===== src/rtl/regf_pkg.sv =====
package regf_pkg;
  typedef enum logic [2:0] {
    WM_WORD    = 3'd0,
    WM_HI_BYTE = 3'd1,
    WM_TOP_NIB = 3'd2,
    WM_SEXT8   = 3'd3,
    WM_SEXT12  = 3'd4,
    WM_ZEXT12  = 3'd5,
    WM_INC     = 3'd6,
    WM_DEC     = 3'd7
  } wr_mode_e;

  typedef enum logic [1:0] {
    AC_ANY     = 2'd0,
    AC_LDST    = 2'd1,
    AC_STACK   = 2'd2,
    AC_SPECIAL = 2'd3
  } acc_class_e;

  localparam int unsigned NUM_SPECIAL = 4;
endpackage


===== src/rtl/regf_class_chk.sv =====
module regf_class_chk
  import regf_pkg::*;
#(
  parameter int unsigned AW           = 6,
  parameter int unsigned LDST_COUNT   = 16,
  parameter int unsigned GPR_COUNT    = 32,
  parameter int unsigned SPECIAL_BASE = 60
) (
  input  logic [AW-1:0] idx_i,
  input  acc_class_e    class_i,
  output logic          legal_o
);
  logic [31:0] idx_w;
  assign idx_w = 32'(idx_i);

  always_comb begin
    unique case (class_i)
      AC_ANY:     legal_o = 1'b1;
      AC_LDST:    legal_o = idx_w < LDST_COUNT;
      AC_STACK:   legal_o = idx_w < GPR_COUNT;
      AC_SPECIAL: legal_o = idx_w >= SPECIAL_BASE;
      default:    legal_o = 1'b0;
    endcase
  end
endmodule


===== src/rtl/regf_wr_merge.sv =====
module regf_wr_merge
  import regf_pkg::*;
#(
  parameter int unsigned DW = 16
) (
  input  logic [DW-1:0] old_i,
  input  logic [DW-1:0] data_i,
  input  wr_mode_e      mode_i,
  output logic [DW-1:0] new_o
);
  always_comb begin
    unique case (mode_i)
      WM_WORD:    new_o = data_i;
      WM_HI_BYTE: new_o = {data_i[7:0], old_i[DW-9:0]};
      WM_TOP_NIB: new_o = {data_i[3:0], old_i[DW-5:0]};
      WM_SEXT8:   new_o = {{(DW-8){data_i[7]}}, data_i[7:0]};
      WM_SEXT12:  new_o = {{(DW-12){data_i[11]}}, data_i[11:0]};
      WM_ZEXT12:  new_o = {{(DW-12){1'b0}}, data_i[11:0]};
      WM_INC:     new_o = old_i + DW'(1);
      WM_DEC:     new_o = old_i - DW'(1);
      default:    new_o = old_i;
    endcase
  end
endmodule


===== src/rtl/regf_read_mux.sv =====
module regf_read_mux
  import regf_pkg::*;
#(
  parameter int unsigned DW           = 16,
  parameter int unsigned AW           = 6,
  parameter int unsigned GPR_COUNT    = 32,
  parameter int unsigned SPECIAL_BASE = 60,
  parameter int unsigned PC_OFFSET    = 4
) (
  input  logic [AW-1:0] idx_i,
  input  logic [DW-1:0] gpr_i  [GPR_COUNT],
  input  logic [DW-1:0] spec_i [NUM_SPECIAL],
  output logic [DW-1:0] data_o
);
  localparam int unsigned GW = $clog2(GPR_COUNT);

  logic [31:0]   idx_w;
  logic [AW-1:0] spec_off;
  assign idx_w    = 32'(idx_i);
  assign spec_off = idx_i - AW'(SPECIAL_BASE);

  always_comb begin
    data_o = '0;
    if (idx_w < GPR_COUNT) begin
      data_o = gpr_i[idx_i[GW-1:0]];
    end else if (idx_w >= SPECIAL_BASE) begin
      data_o = spec_i[spec_off[1:0]];
      // program counter reads as the return address
      if (spec_off[1:0] == 2'd3) data_o = spec_i[3] + DW'(PC_OFFSET);
    end
  end
endmodule


===== src/rtl/regf_core.sv =====
module regf_core
  import regf_pkg::*;
#(
  parameter int unsigned DW             = 16,
  parameter int unsigned GPR_COUNT      = 32,
  parameter int unsigned NUM_IDX        = 64,
  parameter int unsigned LDST_COUNT     = 16,
  parameter int unsigned PC_READ_OFFSET = 4
) (
  input  logic                       clk_i,
  input  logic                       rst_ni,
  input  logic [$clog2(NUM_IDX)-1:0] rd_a_idx_i,
  output logic [DW-1:0]              rd_a_data_o,
  input  logic [$clog2(NUM_IDX)-1:0] rd_b_idx_i,
  output logic [DW-1:0]              rd_b_data_o,
  input  logic                       wr_en_i,
  input  logic [$clog2(NUM_IDX)-1:0] wr_idx_i,
  input  logic [2:0]                 wr_mode_i,
  input  logic [1:0]                 wr_class_i,
  input  logic [DW-1:0]              wr_data_i,
  output logic                       illegal_o,
  output logic [DW-1:0]              acc_o,
  output logic [DW-1:0]              mptr_o,
  output logic [DW-1:0]              sp_o,
  output logic [DW-1:0]              pc_o
);
  localparam int unsigned AW           = $clog2(NUM_IDX);
  localparam int unsigned SPECIAL_BASE = NUM_IDX - NUM_SPECIAL;

  logic [DW-1:0] gpr_q  [GPR_COUNT];
  logic [DW-1:0] spec_q [NUM_SPECIAL];
  logic [DW-1:0] old_val, new_val;
  logic          legal, wr_fire, illegal_q;

  regf_class_chk #(
    .AW(AW), .LDST_COUNT(LDST_COUNT), .GPR_COUNT(GPR_COUNT), .SPECIAL_BASE(SPECIAL_BASE)
  ) u_class (
    .idx_i(wr_idx_i), .class_i(acc_class_e'(wr_class_i)), .legal_o(legal)
  );

  assign wr_fire = wr_en_i & legal;

  // old contents of the write target, raw PC (no offset)
  regf_read_mux #(
    .DW(DW), .AW(AW), .GPR_COUNT(GPR_COUNT), .SPECIAL_BASE(SPECIAL_BASE), .PC_OFFSET(0)
  ) u_old (
    .idx_i(wr_idx_i), .gpr_i(gpr_q), .spec_i(spec_q), .data_o(old_val)
  );

  regf_wr_merge #(.DW(DW)) u_merge (
    .old_i(old_val), .data_i(wr_data_i), .mode_i(wr_mode_e'(wr_mode_i)), .new_o(new_val)
  );

  for (genvar g = 0; g < GPR_COUNT; g++) begin : g_gpr
    always_ff @(posedge clk_i or negedge rst_ni) begin
      if (!rst_ni)                                 gpr_q[g] <= '0;
      else if (wr_fire && wr_idx_i == AW'(g))      gpr_q[g] <= new_val;
    end
  end

  for (genvar s = 0; s < NUM_SPECIAL; s++) begin : g_spec
    always_ff @(posedge clk_i or negedge rst_ni) begin
      if (!rst_ni)                                          spec_q[s] <= '0;
      else if (wr_fire && wr_idx_i == AW'(SPECIAL_BASE + s)) spec_q[s] <= new_val;
    end
  end

  always_ff @(posedge clk_i or negedge rst_ni) begin
    if (!rst_ni) illegal_q <= 1'b0;
    else         illegal_q <= wr_en_i & ~legal;
  end

  for (genvar p = 0; p < 2; p++) begin : g_rport
    logic [AW-1:0] idx;
    logic [DW-1:0] data;
    assign idx = (p == 0) ? rd_a_idx_i : rd_b_idx_i;
    regf_read_mux #(
      .DW(DW), .AW(AW), .GPR_COUNT(GPR_COUNT), .SPECIAL_BASE(SPECIAL_BASE),
      .PC_OFFSET(PC_READ_OFFSET)
    ) u_rd (
      .idx_i(idx), .gpr_i(gpr_q), .spec_i(spec_q), .data_o(data)
    );
  end

  assign rd_a_data_o = g_rport[0].data;
  assign rd_b_data_o = g_rport[1].data;
  assign illegal_o   = illegal_q;
  assign acc_o       = spec_q[0];
  assign mptr_o      = spec_q[1];
  assign sp_o        = spec_q[2];
  assign pc_o        = spec_q[3];
endmodule


===== config.mk =====
export PLATFORM = sky130hd
export DESIGN_NAME = regf_core
export DESIGN_NICKNAME = d
export VERILOG_FILES = /design/src/rtl/regf_pkg.sv /design/src/rtl/regf_class_chk.sv /design/src/rtl/regf_wr_merge.sv /design/src/rtl/regf_read_mux.sv /design/src/rtl/regf_core.sv
export SDC_FILE = /design/constraint.sdc
export NUM_CORES = 2
export LEC_CHECK = 0
export CAP_MARGIN = 10
export CORE_UTILIZATION = 55
export DETAILED_ROUTE_END_ITERATION = 7
export PLACE_DENSITY_LB_ADDON = 0.12
export SLEW_MARGIN = 30
export SYNTH_ARGS = -nofsm -noshare
export SYNTH_HDL_FRONTEND = slang
export SYNTH_SLANG_ARGS = --single-unit

===== constraint.sdc =====
create_clock -name clk_i -period 4.2 [get_ports clk_i]
set_clock_uncertainty 0.05 [all_clocks]
set_input_delay 0.63 -clock clk_i [delete_from_list [all_inputs] [get_ports clk_i]]
set_output_delay 0.63 -clock clk_i [all_outputs]
set_load 0.05 [all_outputs]

==> reports/results.txt <==
status -> completed
clock buffer depth -> 3
Core Rows -> 94
Main synth FF type -> dfrtp_1
core area -> 0.06622 mm2
combinational share of power -> 24.0%
crit path kind -> reg -> reg
Fmax achieved -> 0.2393 GHz
TritonCTS Buffers -> 67
Worst Path Arrival -> 4.65 ns
post-synth top area share -> 38.90%
Avg Inst Size Synth -> 11.22 um2
Final Util -> 68.98%
Critical Path RT -> 4.67 ns
Max IR drop VDD -> 0.2778 mV
Port Buf Inserts -> 138
met1 Usage GRT -> 55.85%
antenna violations before repair -> 3
Min Clock Period, post-route -> 4.179 ns
post-route ant nets -> 0
vias in the first global route -> 31.29k
Worst-path clk slew -> 0.07 ns
final hold viol count -> 0
static leakage -> 19.16 nW
Pwr Density -> 375.3 mW/mm2
Worst Setup SP -> gpr_q[436]
number of DRC markers in iteration 0 -> 3910
top cells by area, synth -> dfrtp_1 39%, mux4_2 30%, nand2_1 5.5%
Seq pwr share -> 38.9%
via density per instance -> 7.056
Synth Cell Area -> 0.03711 mm2
Final #Nets -> 3714
layout cell share with drive strength beyond 1 -> 33.23%
source of the worst register-to-register timing path -> gpr_q[436]
Hold Path Class -> in -> async
CTS tree -> yes
internal power -> 0.01196 W
ys async rst share -> 100.0%
GRT Max-Usage Layer -> met2
H-tree Lvls -> 3
first-pass GRT wire length -> 202600 um
Die ar. -> 0.06852 mm2
Ys Warns -> 0
register area share after synthesis -> 38.90%
Initial Util -> 56.05%
Cells after Synth -> 3309
Worst setup SP type -> register
Die Y -> 261.8 um
crit share post-route -> 99.49%
crit path max fanout -> 18
Slew Limit Fails -> 0
M3 GR Usage -> 13.73%
RD Place Congestion -> 0.9752
Area Overhead vs Synth -> 23.06%
Switch Pwr -> 0.005178 W
CTS sink count -> 577
final wirelength -> 139000 um
Rel. slew slack -> 33.47%
max cap viols -> 0
met2 Usage GRT -> 58.08%
Skew-Pair Late Insertion Delay -> 0.63 ns
Switching Share -> 30.21%
drt first pass iters -> 6
Top Ports -> 139
setup violators final -> 0
maximum number of pins on one net before global-route repair -> 104
Distinct cells, synth -> 73
area leader, netlist -> dfrtp_1
GRT Total Usage -> 40.45%
Clock Power Share -> 37.1%
Remaining DRCs -> 0
Synth Register Bits -> 577
vias after detailed routing -> 32.24k
Post-Place Cells -> 4412
dpl hpwl -> 95090 um
Least-Margin Pin Slew -> 0.9979 ns
Final Instance Count excl. Fillers -> 4570
Syn Nets -> 3367
Horiz. Die Dim -> 261.8 um
clk root buf -> clkbuf_16
drt wl/cell -> 30.41 um
grt ovf -> 0
crit end category -> register
Post-synth EDFFs -> 0
RSZ-0062 raised after global routing -> true
# fillers -> 4648
cell usage after synthesis (30+ instances only):
cell type,count
mux2i_1,115
nand2_1,546
a31oi_1,39
o22ai_1,37
clkbuf_1,200
nor3_1,97
buf_1,54
nand3_1,36
o31ai_1,38
dfrtp_1,577
nor2_1,223
o211ai_1,30
mux4_2,488
a21oi_1,142
o21ai_0,404
logic make-up after synthesis:
family,synth area share [%]
and+or+nand+nor,10.73
AOI/OAI and AO/OA,12.32
muxes,32.81
DFF,38.90
buffers and inverters,4.130
xor gates and xnor gates,0.5495
adders and majority gates,0.5596
worst paths after layout:
check                                   to  slack (ns)  cells after the start
worst min-delay path            gpr_q[418]        0.43                      2
worst max register to register  gpr_q[277]        0.02                     15
worst max-delay path            gpr_q[277]        0.02                     15
min in group clk_i               gpr_q[24]        0.47                      2
max in group asynchronous       gpr_q[367]        2.38                      4
worst min register to register   gpr_q[24]        0.47                      2
registers in the layout (all words and copies together), names as in the netlist:
| register | count |
|---|---|
| mptr_o | 16 |
| illegal_o | 1 |
| gpr_q | 512 |
| pc_o | 16 |
| acc_o | 16 |
| sp_o | 16 |
metal layers:
layer  up-vias  part of all wire [%]
li1      13260                     -
met1     16090                    36
met2      2420                    43
met3       467                    15
met4         6                   5.1
met5         -                 0.027
stage by stage:
step	hold WS, ns	total power [W]	setup TNS [ns]	area [um2]	setup WS, ns
after CTS	0.1009	0.01691	0	44760	0.002424
after global routing	0.4684	0.01767	-1.420	45670	-0.05681
after global placement	0.4391	0.01044	-245.13	42320	-0.7201
final	0.4308	0.01714	0	45670	0.02138
after detailed placement	0.4621	0.01059	-269.11	42320	-0.7825
after floorplan	0.2844	0.008996	-56.79	37490	-0.5182
cell type report:
class                           instances  area (um2)  area share [%]
Multi-Input combinational cell       2397       21630           47.36
Sequential cell                       577       14440           31.61
Timing Repair Buffer                  597        6096           13.35
Clock buffer                           93        1967           4.306
Tap cell                              864        1081           2.367
Clock inverter                         25       396.6          0.8684
Inverter                               16       60.06          0.1315
Antenna cell                            1       2.502        0.005479
critical path, stage by stage, from the launching register on:
cell and delay, ns:
dfrtp_1 0.41, mux4_2 0.48, mux4_2 0.52, a22oi_2 0.18
buf_4 0.17, nand2_4 0.06, ha_4 0.24, a21o_1 0.20
nor3_2 0.11, o311ai_1 0.10, or4_4 0.58, nand2_4 0.09
xor2_2 0.07, a211o_4 0.42, buf_12 0.19, o21ai_0 0.16
placed cells by master, fill, tap and decap left out, types with 80 or more instances in the layout:
cell	n
dfrtp_1	577
clkdlybuf4s50_1	91
buf_12	81
a21oi_1	108
mux2i_1	109
buf_4	388
mux4_2	488
nand2_1	538
clkbuf_16	80
nor2_1	221
nor3_1	95
o21ai_0	344
timing repair:
action / CTS / global route
pin swaps: 0 / 15
cloned: 1 / 14
endpoints found under the hold margin: 0 / 34
setup buffers: 0 / 22
setup endpoints to repair: 214 / 351
resized for setup: 11 / 127
hold buffers: 0 / 1
power groups by stage:
stage / Combinational [W] / Sequential (W) / Clock [W]
floorplan: 0.00231 / 0.00669 / 0
global placement: 0.00378 / 0.00666 / 0
detailed placement: 0.00386 / 0.00673 / 0
CTS: 0.00388 / 0.00664 / 0.00639
global route: 0.00434 / 0.00673 / 0.00660
finish: 0.00412 / 0.00667 / 0.00635
No activity file was read; power rests on OpenSTA's default activity.
